[src/rtl/scan_reg_pkg.sv]
package scan_reg_pkg;
  // Width of one length field in the packed chain-length parameter.
  localparam int LEN_W = 8;

  typedef enum logic {
    MODE_SHIFT   = 1'b0,
    MODE_CAPTURE = 1'b1
  } scan_mode_e;
endpackage

[src/rtl/scan_cell.sv]
module scan_cell
  import scan_reg_pkg::*;
(
  input  logic       clk,
  input  logic       rst,
  input  scan_mode_e mode,
  input  logic       d,
  input  logic       sd,
  output logic       q
);
  logic pick;

  // Mux in front of a plain D flip-flop.
  always_comb pick = (mode == MODE_CAPTURE) ? d : sd;

  always_ff @(posedge clk) begin
    if (rst) q <= 1'b0;
    else     q <= pick;
  end

  // reset clears the cell regardless of mode
  a_r1_reset_clears: assert property (@(posedge clk) rst |=> (q == 1'b0));
endmodule

[src/rtl/scan_chain.sv]
module scan_chain
  import scan_reg_pkg::*;
#(
  parameter int LEN = 4
) (
  input  logic           clk,
  input  logic           rst,
  input  scan_mode_e     mode,
  input  logic [LEN-1:0] d,
  input  logic           sin,
  output logic [LEN-1:0] q,
  output logic           sout
);
  // link[i] feeds the serial input of cell i
  logic [LEN:0] link;

  assign link[0] = sin;

  for (genvar i = 0; i < LEN; i++) begin : g_cell
    scan_cell u_cell (
      .clk (clk),
      .rst (rst),
      .mode(mode),
      .d   (d[i]),
      .sd  (link[i]),
      .q   (q[i])
    );
    assign link[i+1] = q[i];
  end

  assign sout = link[LEN];

  // capture mode loads the parallel bus
  a_r2_capture_loads: assert property (@(posedge clk) disable iff (rst)
    (mode == MODE_CAPTURE) |=> (q == $past(d)));

  // shift mode advances every cell by one place
  a_r3_shift_advances: assert property (@(posedge clk) disable iff (rst)
    (mode == MODE_SHIFT) |=> (q == $past(link[LEN-1:0])));
endmodule

[src/rtl/scan_pin_share.sv]
module scan_pin_share
  import scan_reg_pkg::*;
#(
  parameter int N = 3
) (
  input  logic         clk,
  input  logic         rst,
  input  scan_mode_e   mode,
  input  logic [N-1:0] shared_in,
  input  logic [N-1:0] tail,
  input  logic [N-1:0] core_out,
  output logic [N-1:0] core_in,
  output logic [N-1:0] shared_out
);
  for (genvar i = 0; i < N; i++) begin : g_pin
    always_comb begin
      if (mode == MODE_CAPTURE) begin
        core_in[i]    = shared_in[i];
        shared_out[i] = core_out[i];
      end else begin
        core_in[i]    = 1'b0;
        shared_out[i] = tail[i];
      end
    end
  end

  // core inputs stay quiet across consecutive shift cycles
  a_r6_core_in_quiet: assert property (@(posedge clk) disable iff (rst)
    ((mode == MODE_SHIFT) && ($past(mode) == MODE_SHIFT)) |-> $stable(core_in));
endmodule

[src/rtl/multi_chain_scan_reg.sv]
module multi_chain_scan_reg
  import scan_reg_pkg::*;
#(
  parameter int                          NUM_CHAINS = 3,
  // Field c (bits c*8 +: 8) holds the length of chain c.
  parameter logic [NUM_CHAINS*LEN_W-1:0] CHAIN_LENS = {8'd4, 8'd3, 8'd5},
  localparam int                         TOTAL      = sum_below(NUM_CHAINS)
) (
  input  logic                  clk,
  input  logic                  rst,
  input  logic                  test_ctl,
  input  logic [TOTAL-1:0]      next_state,
  output logic [TOTAL-1:0]      present_state,
  input  logic [NUM_CHAINS-1:0] shared_in,
  output logic [NUM_CHAINS-1:0] core_in,
  input  logic [NUM_CHAINS-1:0] core_out,
  output logic [NUM_CHAINS-1:0] shared_out
);
  function automatic int len_of(input int c);
    return int'(CHAIN_LENS[c*LEN_W +: LEN_W]);
  endfunction

  function automatic int sum_below(input int c);
    int acc = 0;
    for (int k = 0; k < c; k++) acc += len_of(k);
    return acc;
  endfunction

  scan_mode_e            mode;
  logic [NUM_CHAINS-1:0] tails;

  assign mode = scan_mode_e'(test_ctl);

  for (genvar c = 0; c < NUM_CHAINS; c++) begin : g_chain
    localparam int L = len_of(c);
    localparam int O = sum_below(c);

    scan_chain #(.LEN(L)) u_chain (
      .clk (clk),
      .rst (rst),
      .mode(mode),
      .d   (next_state[O +: L]),
      .sin (shared_in[c]),
      .q   (present_state[O +: L]),
      .sout(tails[c])
    );

    // the bit next to the tail reaches the output pin one shift later
    if (L > 1) begin : g_long
      a_r4_tail_on_pin: assert property (@(posedge clk) disable iff (rst)
        !test_ctl |=> (test_ctl || (shared_out[c] == $past(present_state[O+L-2]))));
    end else begin : g_short
      a_r4_tail_on_pin: assert property (@(posedge clk) disable iff (rst)
        !test_ctl |=> (test_ctl || (shared_out[c] == $past(shared_in[c]))));
    end
  end

  scan_pin_share #(.N(NUM_CHAINS)) u_pins (
    .clk       (clk),
    .rst       (rst),
    .mode      (mode),
    .shared_in (shared_in),
    .tail      (tails),
    .core_out  (core_out),
    .core_in   (core_in),
    .shared_out(shared_out)
  );
endmodule

[config.mk]
export PLATFORM = sky130hd
export DESIGN_NAME = multi_chain_scan_reg
export DESIGN_NICKNAME = d
export VERILOG_FILES = /design/src/rtl/scan_reg_pkg.sv /design/src/rtl/scan_cell.sv /design/src/rtl/scan_chain.sv /design/src/rtl/scan_pin_share.sv /design/src/rtl/multi_chain_scan_reg.sv
export SDC_FILE = /design/constraint.sdc
export NUM_CORES = 1
export LEC_CHECK = 0
export ABC_CLOCK_PERIOD_IN_PS = 800
export BUFFER_PORTS_ARGS = -buffer_cell sky130_fd_sc_hd__buf_2
export CAP_MARGIN = 15
export CORE_MARGIN = 4
export CORE_UTILIZATION = 30
export DETAILED_ROUTE_END_ITERATION = 16
export HOLD_SLACK_MARGIN = 0.06
export PLACE_DENSITY = 0.74
export SLEW_MARGIN = 30
export SYNTH_ARGS = -nofsm -noshare
export SYNTH_HDL_FRONTEND = slang
export SYNTH_SLANG_ARGS = --single-unit
[constraint.sdc]
create_clock -name clk -period 0.8 [get_ports clk]
set_input_delay 0.08 -clock clk [delete_from_list [all_inputs] [get_ports clk]]
set_output_delay 0.08 -clock clk [all_outputs]
set_load 0.01 [all_outputs]
# [Word-level counts from Yosys, hierarchy flattened]
# Index checks and enable logic that the tools add are counted.
[classes] addsub=0 mul=0 div_mod_pow=0 magnitude_cmp=0 eq_ne=0 shifts=0 muxes=18 bitwise_logic=0 reduce_logical=0
[op_table] op="1-bit two-way mux" count=18
[totals] ff_bits=12 latch_bits=0 mem_bits_rw=0 mem_bits_ro=0 mem_count=0

# [Longest topological paths before layout]
# Gate-level depths: netlist of run 1.
[depth] ltp_word=1 ltp_mapped=4 depth_no_buf=2

# [Modules after synthesis]
# Synthesis of run 1 repeated with hierarchy kept, for this count alone.
[hier_totals] cells_unflattened=45 area_unflattened_um2=484.2
[modules_own_cells] module="scan_cell" n_inst=12 cells_per_inst=3 area_per_inst_um2=33.8 seq_area_each_um2=20.0
[modules_own_cells] module="scan_pin_share" n_inst=1 cells_per_inst=6 area_per_inst_um2=56.3 seq_area_each_um2=0.0
[modules_own_cells] module="scan_chain" n_inst=3 cells_per_inst=1 area_per_inst_um2=7.5 seq_area_each_um2=0.0

# [Worst setup path before layout of run 1]
# OpenSTA, ideal clock, no wires.
[synth_path] path_type="input -> register" start="input port test_ctl" end="register g_chain[0].u_chain.g_cell[4].u_cell.q" setup_time_ns=0.128 t_arrival_ns=0.543 required_time_ns=0.672 path_slack_ns=0.129 stages=4 path_buffers=2 path_cell_list="buf_6 > buf_12 > mux2i_1 > nor2_1"
[synth_between] elab_chain_len=1
[synth_lines] element="start, declared" line_no="multi_chain_scan_reg.sv:11" rtl="input logic test_ctl,"
[synth_lines] element="1-bit two-way mux" line_no="scan_cell.sv:14" rtl="always_comb pick = (mode == MODE_CAPTURE) ? d : sd;"
[synth_lines] element="end signal, assigned" line_no="scan_cell.sv:18" rtl="else q <= pick;"
[synth_lines] element="end, declared" line_no="scan_cell.sv:9" rtl="output logic q"
# Every way passes these cells.
# A chain may end at the register's enable or synchronous reset.

# [Final worst setup path of run 1]
[layout_path] start="register g_chain[2].u_chain.g_cell[3].u_cell.q" end="output port shared_out[2]"
[layout_between] elab_chain_len=1
[layout_lines] element="start, declared" line_no="scan_cell.sv:9"
[layout_lines] element="start signal, assigned" line_no="scan_cell.sv:18"
[layout_lines] element="1-bit two-way mux" line_no="scan_pin_share.sv:17" rtl="if (mode == MODE_CAPTURE) begin"
[layout_lines] element="end, declared" line_no="multi_chain_scan_reg.sv:17" rtl="output logic [NUM_CHAINS-1:0] shared_out"
# Every way passes these cells.

==> impl_metrics.csv, run 1 <==
group,metric,value,unit
setup_path,worstPathRequired,720,ps
pwr,power-per-cell-area,1440,nW/um^2
placement,hpwl,943,um
sta,final.min_clock_period,1040,ps
route,final_antenna_net_count,0,
pwr,ir_worst_vdd,1.14,mV
sta,rsz0062_at_grt,"yes",
setup_path,rrSetupSlack,160,ps
setup_path,r2r_start,"g_chain[0].u_chain.g_cell[0].u_cell.q$_SDFF_PP0_",
status,status,"finished, violations left",
route,drtPass1Iterations,3,
floorplanning,die_w,52.2,um
sta,setup-tns-final,-805,ps
clock_network,cts_buffers,3,
setup_path,slowest_stage,"dfxtp_2",
floorplanning,coreArea,1780,um^2
setup_path,r2r_end,"g_chain[0].u_chain.g_cell[1].u_cell.q$_SDFF_PP0_",
placement,detailedPlace.worstSlack,-65.0,ps
sta,fmax,959,MHz
setup_path,worstRegToRegCells,2,
logic_synthesis,synth_nets,78,
worst_hold_path,min_from,"shared_in[0]",
cells_and_area,largest_reg_flops,12,
global_route,grt_max_degree,13,
sta,slew_viol_final,0,
cells_and_area,fin_nets,119,
cells_and_area,largestRegisters,"g_chain.u_chain.g_cell.u_cell.q x12",
clock_network,cts_buffer_depth,2,
cells_and_area,n_antenna_cell,0,
logic_synthesis,syn_avg_cell_area,10.3,um^2
job,drv_cap,0,
setup_path,cp-end-kind,"output pin",
global_route,grt_pass1_wl,2270,um
setup_path,worst-path-buf-inv,1,
logic_synthesis,synth_area,587,um^2
clock_network,cts_tree,"built",
clock_network,path_clk_slew,70,ps
clock_network,cts_sinks,12,
logic_synthesis,synthCells,57,
cells_and_area,drive_above_1_share,63.5,%
logic_synthesis,yosysUniqueCellTypes,9,
setup_path,cp_cell_sequence,"mux2_4, buf_6",
route,remaining_drc_errors,0,
clock_network,clock_latency,260,ps
route,wl_per_cell,11.4,um
setup_path,crit_type,"reg2out",
placement,gp_congestion,0.623,
pwr,p_leak,0.000482,uW
sta,finalCritPeriodShare,130,%
cells_and_area,syn_to_final_growth,61.6,%
cells_and_area,layout_commonest_cell,"buf_2",
logic_synthesis,seq_area_frac_synth,40.9,%
floorplanning,dieArea,2730,um^2
setup_path,critPathMaxStageDelay,320,ps
placement,io_buffers,38,
logic_synthesis,synth_seq_cells,12,
cells_and_area,most-common-layout-cells,"23 x buf_2, 13 x buf_6, 12 x mux2i_1, 12 x nor2_1, 12 x dfxtp_2",
floorplanning,io_pins,39,
global_route,grt_usage,11.4,%
global_route,antenna_found_initial,0,
status,violations,"negative setup slack",
floorplanning,std_cell_rows,15,
route,wl,1380,um
global_route,overflow,0,
pwr,p_total,1370,uW
setup_path,cp_max_fo,2,
cells_and_area,top_register,"g_chain.u_chain.g_cell.u_cell.q",
worst_hold_path,hp-class,"in2reg",
setup_path,crit_path_start_kind,"register",
global_route,grt_pass1_vias,538,
sta,relSlewSlack,85.1,%
clock_network,cts_root_buf,"clkbuf_4",
logic_synthesis,synth_warnings,0,
worst_hold_path,holdPathStages,3,
placement,dp.cells,107,
floorplanning,initial_core_util,32.9,%
route,viasPerCell,4.10,
sta,fin_worst_skew,0.740,ps
floorplanning,die_y,52.2,um
sta,worst_slew_pin_slew,224,ps
worst_hold_path,hold_end,"g_chain[0].u_chain.g_cell[0].u_cell.q$_SDFF_PP0_",
sta,setup_viol,4,
clock_network,h-tree-depth,1,
route,drtIter0Drc,1,
setup_path,cp.arrival,960,ps
sta,finalHoldViolCount,0,
setup_path,crit_family,"flip-flops",
cells_and_area,final_cells,121,
route,via_count,496,
sta,setup_ws,-243,ps
==> kinds of logic after synthesis <==
group	synth area share (%)
AND/OR/NAND/NOR	11.5
flip-flops	40.9
buffers and inverters	21.3
multiplexers	26.2
==> area by class of cell <==
class	count	area (um^2)
fillers	167	835
multi-input cells	30	225
flip-flops and latches	12	255
repair buffers	51	414
clock buffers	3	22.5
well taps	25	31.3
==> synth_stat cells, drive strengths merged <==
library cell | instances | area, um^2
mux2i | 12 | 120
and2 | 3 | 22.5
mux2 | 3 | 33.8
nor2 | 12 | 45.0
dfxtp | 12 | 240
buf | 14 | 121
clkbuf | 1 | 3.75
==> per-layer routing <==
| layer | track usage, % | routed length [um] | vias up |
|---|---|---|---|
| met3 | 4.84 | 129 | 0 |
| met5 | 0 | 0 | - |
| met4 | 3.83 | 0 | 0 |
| met2 | 21.5 | 721 | 26 |
| li1 | - | - | 253 |
| met1 | 10.9 | 533 | 217 |
==> through the flow <==
stage / util (%) / hold WS (ps) / instance area [um^2]
2_1_floorplan: - / 152 / 587
3_3_place_gp: 39.9 / 311 / 711
3_5_place_dp: 39.9 / 323 / 711
4_1_cts: 50.5 / 60.7 / 901
5_1_grt: 53.2 / 87.8 / 948
6_report: 53.2 / 71.3 / 948
==> how the worst max path moves through the flow <==
stage                                                           from                                          endpoint  slack (ps)  cells past startpoint
finish              g_chain[2].u_chain.g_cell[3].u_cell.q$_SDFF_PP0_                                     shared_out[2]        -240                      2
global route        g_chain[0].u_chain.g_cell[4].u_cell.q$_SDFF_PP0_                                     shared_out[0]        -290                      2
CTS                 g_chain[2].u_chain.g_cell[3].u_cell.q$_SDFF_PP0_                                     shared_out[2]        -250                      2
detailed placement                                          test_ctl                                     shared_out[2]         -60                      3
global placement                                            test_ctl                                     shared_out[1]         -50                      3
floorplan                                                   test_ctl  g_chain[0].u_chain.g_cell[4].u_cell.q$_SDFF_PP0_         130                      4
==> tightest hold or removal path: cells and delay by family <==
family | cells | cell delay, ps
and+or+nand+nor | 1 | 80
muxes | 1 | 60
buffers and inverters | 1 | 80
==> power breakdown <==
group	internal [uW]	leakage (uW)	switching, uW	total [uW]
combinational	226	0.000365	130	356
sequential	643	0.000103	23.6	667
clock	174	0.0000138	172	346
total	1040	0.000482	325	1370
==> timing repair <==
item	4_1_cts	5_1_grt
buffers inserted	0	1
resized for setup	18	10
hold buffers	11	0
pin swaps	0	1
hold endpoints to repair	10	0
endpoints found under the setup margin	15	19
Power figures use the tool's default switching activity.
==> run 2, diff against run 1 <==
- CORE_UTILIZATION: 30 -> 35
- PLACE_DENSITY: 0.74 -> 0.83
==> run 2 against run 1 <==
Net effect: the run still ends with negative setup slack left; clock power rose by 34%; largest power group unchanged; maximum frequency down 0.74%; global-route usage grew 1.4 points; count of clock-buffer cells in the layout increased by 1; largest cell class unchanged; non-clock buffer count shrank 3.
==> impl_metrics.csv, run 2 (synthesized netlist as in run 1, its figures left out) <==
group,metric,value,unit
floorplanning,initial_core_util,38.1,%
cells_and_area,most-common-layout-cells,"21 x buf_2, 14 x buf_6, 12 x mux2i_1, 12 x nor2_1, 12 x dfxtp_2",
clock_network,cts_buffer_depth,2,
floorplanning,std_cell_rows,14,
clock_network,clock_latency,260,ps
floorplanning,io_pins,39,
cells_and_area,final_cells,110,
sta,finalCritPeriodShare,131,%
cells_and_area,layout_commonest_cell,"buf_2",
sta,fin_worst_skew,5.30,ps
placement,dpl_cell_area,699,um^2
cells_and_area,design_area,931,um^2
setup_path,cp-end-kind,"output pin",
sta,worst_slew_pin_slew,213,ps
sta,hold_slack,64.7,ps
sta,final.min_clock_period,1050,ps
floorplanning,die_w,48.9,um
placement,dp.cells,98,
cells_and_area,largest_reg_flops,12,
worst_hold_path,min_from,"next_state[11]",
setup_path,r2r_end,"g_chain[1].u_chain.g_cell[1].u_cell.q$_SDFF_PP0_",
floorplanning,die_y,48.9,um
route,wl,1360,um
sta,rsz0062_at_grt,"yes",
cells_and_area,nFillCells,142,
placement,detailedPlace.worstSlack,-91.2,ps
route,wl_per_cell,12.4,um
sta,setup_ws,-251,ps
setup_path,worstRegToRegCells,3,
worst_hold_path,holdPathStages,3,
clock_network,cts_sinks,12,
setup_path,rrSetupSlack,40,ps
cells_and_area,syn_to_final_growth,58.6,%
clock_network,path_clk_slew,70,ps
pwr,power-per-cell-area,1590,nW/um^2
setup_path,r2r_start,"g_chain[1].u_chain.g_cell[0].u_cell.q$_SDFF_PP0_",
global_route,overflow,0,
global_route,grt_max_degree,13,
clock_network,cts_buffers,3,
cells_and_area,fin_nets,116,
cells_and_area,drive_above_1_share,64.9,%
pwr,ir_worst_vdd,0.969,mV
setup_path,cp_max_fo,2,
sta,setup_viol,3,
route,final_antenna_net_count,0,
status,status,"finished, violations left",
job,drv_cap,0,
global_route,antenna_found_initial,0,
setup_path,crit_path_start_kind,"register",
route,viasPerCell,4.60,
setup_path,worstPathRequired,720,ps
sta,finalHoldViolCount,0,
global_route,grt_pass1_wl,2420,um
sta,fmax,951,MHz
status,violations,"negative setup slack",
cells_and_area,largestRegisters,"g_chain.u_chain.g_cell.u_cell.q x12",
global_route,grt_pass1_vias,584,
clock_network,h-tree-depth,1,
global_route,grt_usage,12.8,%
sta,relSlewSlack,85.8,%
setup_path,crit_type,"reg2out",
pwr,p_leak,0.000484,uW
worst_hold_path,hp-class,"in2reg",
worst_hold_path,hold_end,"g_chain[2].u_chain.g_cell[3].u_cell.q$_SDFF_PP0_",
cells_and_area,top_register,"g_chain.u_chain.g_cell.u_cell.q",
floorplanning,coreArea,1540,um^2
route,drtIter0Drc,2,
placement,gp_congestion,0.633,
sta,slew_viol_final,0,
placement,hpwl,967,um
placement,io_buffers,38,
clock_network,cts_tree,"built",
setup_path,cp.arrival,970,ps
cells_and_area,n_antenna_cell,0,
route,drtPass1Iterations,2,
route,via_count,506,
clock_network,cts_root_buf,"clkbuf_4",
route,remaining_drc_errors,0,
floorplanning,dieArea,2400,um^2
## run 2: worst max-delay path, cell delays in order, from the launching register on
cell     delay, ps
dfxtp_2        320
mux2_2         270
buf_6          120
## run 2: final cells by class
class,count,area (um^2),area share [%]
sequential,12,255,27.4
multi-input combinational,30,221,23.8
timing repair buffer,48,398,42.7
tap,16,20.0,2.15
clock buffer,4,36.3,3.90
## run 2: repair_timing
action	4_1_cts	5_1_grt
hold buffers	9	0
gates cloned	0	0
gates resized for setup	18	11
endpoints found under the setup margin	18	22
setup buffers	2	0
pin swaps	0	4
endpoints found under the hold margin	8	0
## run 2: power by group
part / internal (uW) / switching [uW]
Sequential: 643 / 23.4
Clock: 276 / 186
Combinational: 221 / 129
## run 2: per-layer routing
metal  vias to the layer above  share of wire [%]  GRT usage, %
li1                        246                  -             -
met1                       230                 33          11.7
met2                        30                 57          25.0
met3                         0                9.6          5.81
met4                         0                  0          2.69
met5                         -                  0             0
## run 2: how the worst max path moves through the flow
stage          depth (start not counted)                                              from  slack, ps                                               end
6_report                               2  g_chain[2].u_chain.g_cell[3].u_cell.q$_SDFF_PP0_       -250                                     shared_out[2]
5_1_grt                                2  g_chain[0].u_chain.g_cell[4].u_cell.q$_SDFF_PP0_       -300                                     shared_out[0]
4_1_cts                                2  g_chain[2].u_chain.g_cell[3].u_cell.q$_SDFF_PP0_       -250                                     shared_out[2]
3_5_place_dp                           3                                          test_ctl        -90                                     shared_out[2]
3_3_place_gp                           3                                          test_ctl        -70                                     shared_out[1]
2_1_floorplan                          4                                          test_ctl        130  g_chain[0].u_chain.g_cell[4].u_cell.q$_SDFF_PP0_
## run 2: per-stage QoR
step | setup TNS [ps] | total power [uW] | util [%]
after global placement | -307 | 913 | 45.4
after detailed placement | -700 | 923 | 45.4
after floorplan | 0 | 855 | -
after CTS | -845 | 1490 | 58.9
final | -739 | 1480 | 60.4
after global routing | -1140 | 1580 | 60.4
==> run 3, diff against run 2 <==
- PLACE_DENSITY: 0.83 -> 0.79
==> run 3 against run 2 <==
Net effect: the run still ends with negative setup slack left; global-route usage grew 1.1 points; flip-flop and latch count is the same; core utilization grew 1.3 points; total power shrank 6.3%; design area grew 2.2%; clock skew shrank 1.3 ps; sequential share of layout area shrank 0.71 points; count of clock-buffer cells in the layout shrank 1; cell count grew 2.7%; register-to-register slack gained 20 ps; setup slack gained 5.5 ps; sequential power is essentially flat.
==> impl_metrics.csv, run 3 (synthesized netlist as in run 1, its figures left out) <==
group,metric,value,unit
setup_path,cp_cell_sequence,"mux2_2, buf_6",
sta,relSlewSlack,85.5,%
setup_path,worstPathRequired,720,ps
global_route,overflow,0,
route,remaining_drc_errors,0,
cells_and_area,largest_reg_flops,12,
sta,fin_worst_skew,4.00,ps
setup_path,cp.arrival,970,ps
sta,setup_viol,4,
global_route,antenna_found_initial,0,
cells_and_area,top_register,"g_chain.u_chain.g_cell.u_cell.q",
clock_network,h-tree-depth,1,
route,drtIter0Drc,1,
clock_network,cts_tree,"built",
clock_network,clock_latency,270,ps
status,status,"finished, violations left",
global_route,grt_pass1_vias,581,
sta,slew_viol_final,0,
setup_path,crit_path_start_kind,"register",
floorplanning,initial_core_util,38.1,%
pwr,switchingPower,339,uW
placement,gp_congestion,0.596,
pwr,internal_power,1050,uW
sta,fmax,956,MHz
sta,hold_slack,65.3,ps
global_route,grt_max_degree,13,
clock_network,cts_buffers,3,
pwr,p_leak,0.000499,uW
pwr,power_frac_seq,48.1,%
cells_and_area,layout_commonest_cell,"buf_2",
setup_path,slowest_stage,"dfxtp_1",
cells_and_area,n_antenna_cell,0,
floorplanning,dieArea,2400,um^2
pwr,switching_share,24.5,%
pwr,ir_worst_vdd,1.41,mV
setup_path,crit_type,"reg2out",
sta,rsz0062_at_grt,"yes",
placement,io_buffers,38,
setup_path,critPathMaxStageDelay,310,ps
status,violations,"negative setup slack",
setup_path,cp-end-kind,"output pin",
setup_path,worst-path-buf-inv,1,
pwr,p_clk_share,25.9,%
floorplanning,die_w,48.9,um
global_route,grt_usage,13.8,%
placement,hpwl,890,um
clock_network,cts_buffer_depth,2,
placement,detailedPlace.worstSlack,-76.1,ps
cells_and_area,most-common-layout-cells,"22 x buf_2, 12 x mux2i_1, 12 x nor2_1, 12 x dlygate4sd3_1, 12 x buf_6",
pwr,comb_power_share,26.1,%
setup_path,cp_max_fo,2,
pwr,p_total,1380,uW
route,wl_per_cell,12.6,um
cells_and_area,largestRegisters,"g_chain.u_chain.g_cell.u_cell.q x12",
job,drv_cap,0,
cells_and_area,fin_nets,120,
cells_and_area,drive_above_1_share,59.8,%
sta,worst_slew_pin_slew,217,ps
route,viasPerCell,4.52,
floorplanning,std_cell_rows,14,
global_route,grt_pass1_wl,2570,um
floorplanning,io_pins,39,
setup_path,crit_family,"flip-flops",
clock_network,cts_sinks,12,
worst_hold_path,hp-class,"in2reg",
floorplanning,die_y,48.9,um
pwr,power-per-cell-area,1460,nW/um^2
clock_network,path_clk_slew,70,ps
route,via_count,511,
sta,finalCritPeriodShare,131,%
route,drtPass1Iterations,2,
sta,final.min_clock_period,1050,ps
sta,finalHoldViolCount,0,
clock_network,cts_root_buf,"clkbuf_4",
floorplanning,coreArea,1540,um^2
route,wl,1430,um
cells_and_area,syn_to_final_growth,62.0,%
route,final_antenna_net_count,0,
sta,setup_ws,-245,ps
run 3: cell types whose count changed in the layout (fill, tap and decap cells not counted), sizes merged:
cell	change
clkbuf	-1
buf	-1
dlygate4sd3	+4
dlymetal6s4s	+1
run 3: cell type report:
class | count | area [um^2]
fillers | 136 | 591
repair buffers | 52 | 433
flip-flops and latches | 12 | 254
multi-input cells | 30 | 221
clock buffers | 3 | 22.5
well taps | 16 | 20.0
run 3: path summary, 6_finish.rpt:
check                           cells past startpoint  slack (ps)                                        startpoint                                          endpoint
worst max-delay path                                2        -250  g_chain[1].u_chain.g_cell[2].u_cell.q$_SDFF_PP0_                                     shared_out[1]
worst min-delay path                                3          70                                      shared_in[0]  g_chain[0].u_chain.g_cell[0].u_cell.q$_SDFF_PP0_
worst max register to register                      3          60  g_chain[1].u_chain.g_cell[0].u_cell.q$_SDFF_PP0_  g_chain[1].u_chain.g_cell[1].u_cell.q$_SDFF_PP0_
worst min register to register                      2         500  g_chain[0].u_chain.g_cell[2].u_cell.q$_SDFF_PP0_  g_chain[0].u_chain.g_cell[3].u_cell.q$_SDFF_PP0_
run 3: power groups by stage:
stage	Clock [uW]	Combinational [uW]	Sequential (uW)
after floorplan	0	192	663
after global placement	0	249	663
after detailed placement	0	256	664
after CTS	378	362	664
after global routing	404	393	670
final	358	361	665
run 3: worst reg2reg max path, stage by stage (launching register included):
cell	delay, ps
dfxtp_2	330
buf_4	130
mux2i_1	120
nor2_1	60
run 3: per-stage QoR:
| step | cells | setup TNS [ps] | instance area [um^2] | utilization, % |
|---|---|---|---|---|
| global route | 113 | -1090 | 951 | 61.7 |
| detailed placement | 98 | -534 | 699 | 45.4 |
| floorplan | 57 | 0 | 587 | - |
| finish | 113 | -738 | 951 | 61.7 |
| CTS | 116 | -820 | 958 | 62.2 |
| global placement | 98 | -181 | 699 | 45.4 |
run 3: timing repair:
item	in CTS	in global routing
pin swaps	0	5
endpoints found under the hold margin	12	0
setup buffers	1	0
endpoints found under the setup margin	18	23
hold buffers	14	0
resized for setup	23	4
run 3: metal layers:
| metal | vias up | track usage [%] | wire length, um |
|---|---|---|---|
| li1 | 254 | - | - |
| met2 | 28 | 25.4 | 837 |
| met5 | - | 0 | 0 |
| met4 | 0 | 4.04 | 9 |
| met3 | 2 | 6.12 | 143 |
| met1 | 227 | 13.7 | 434 |
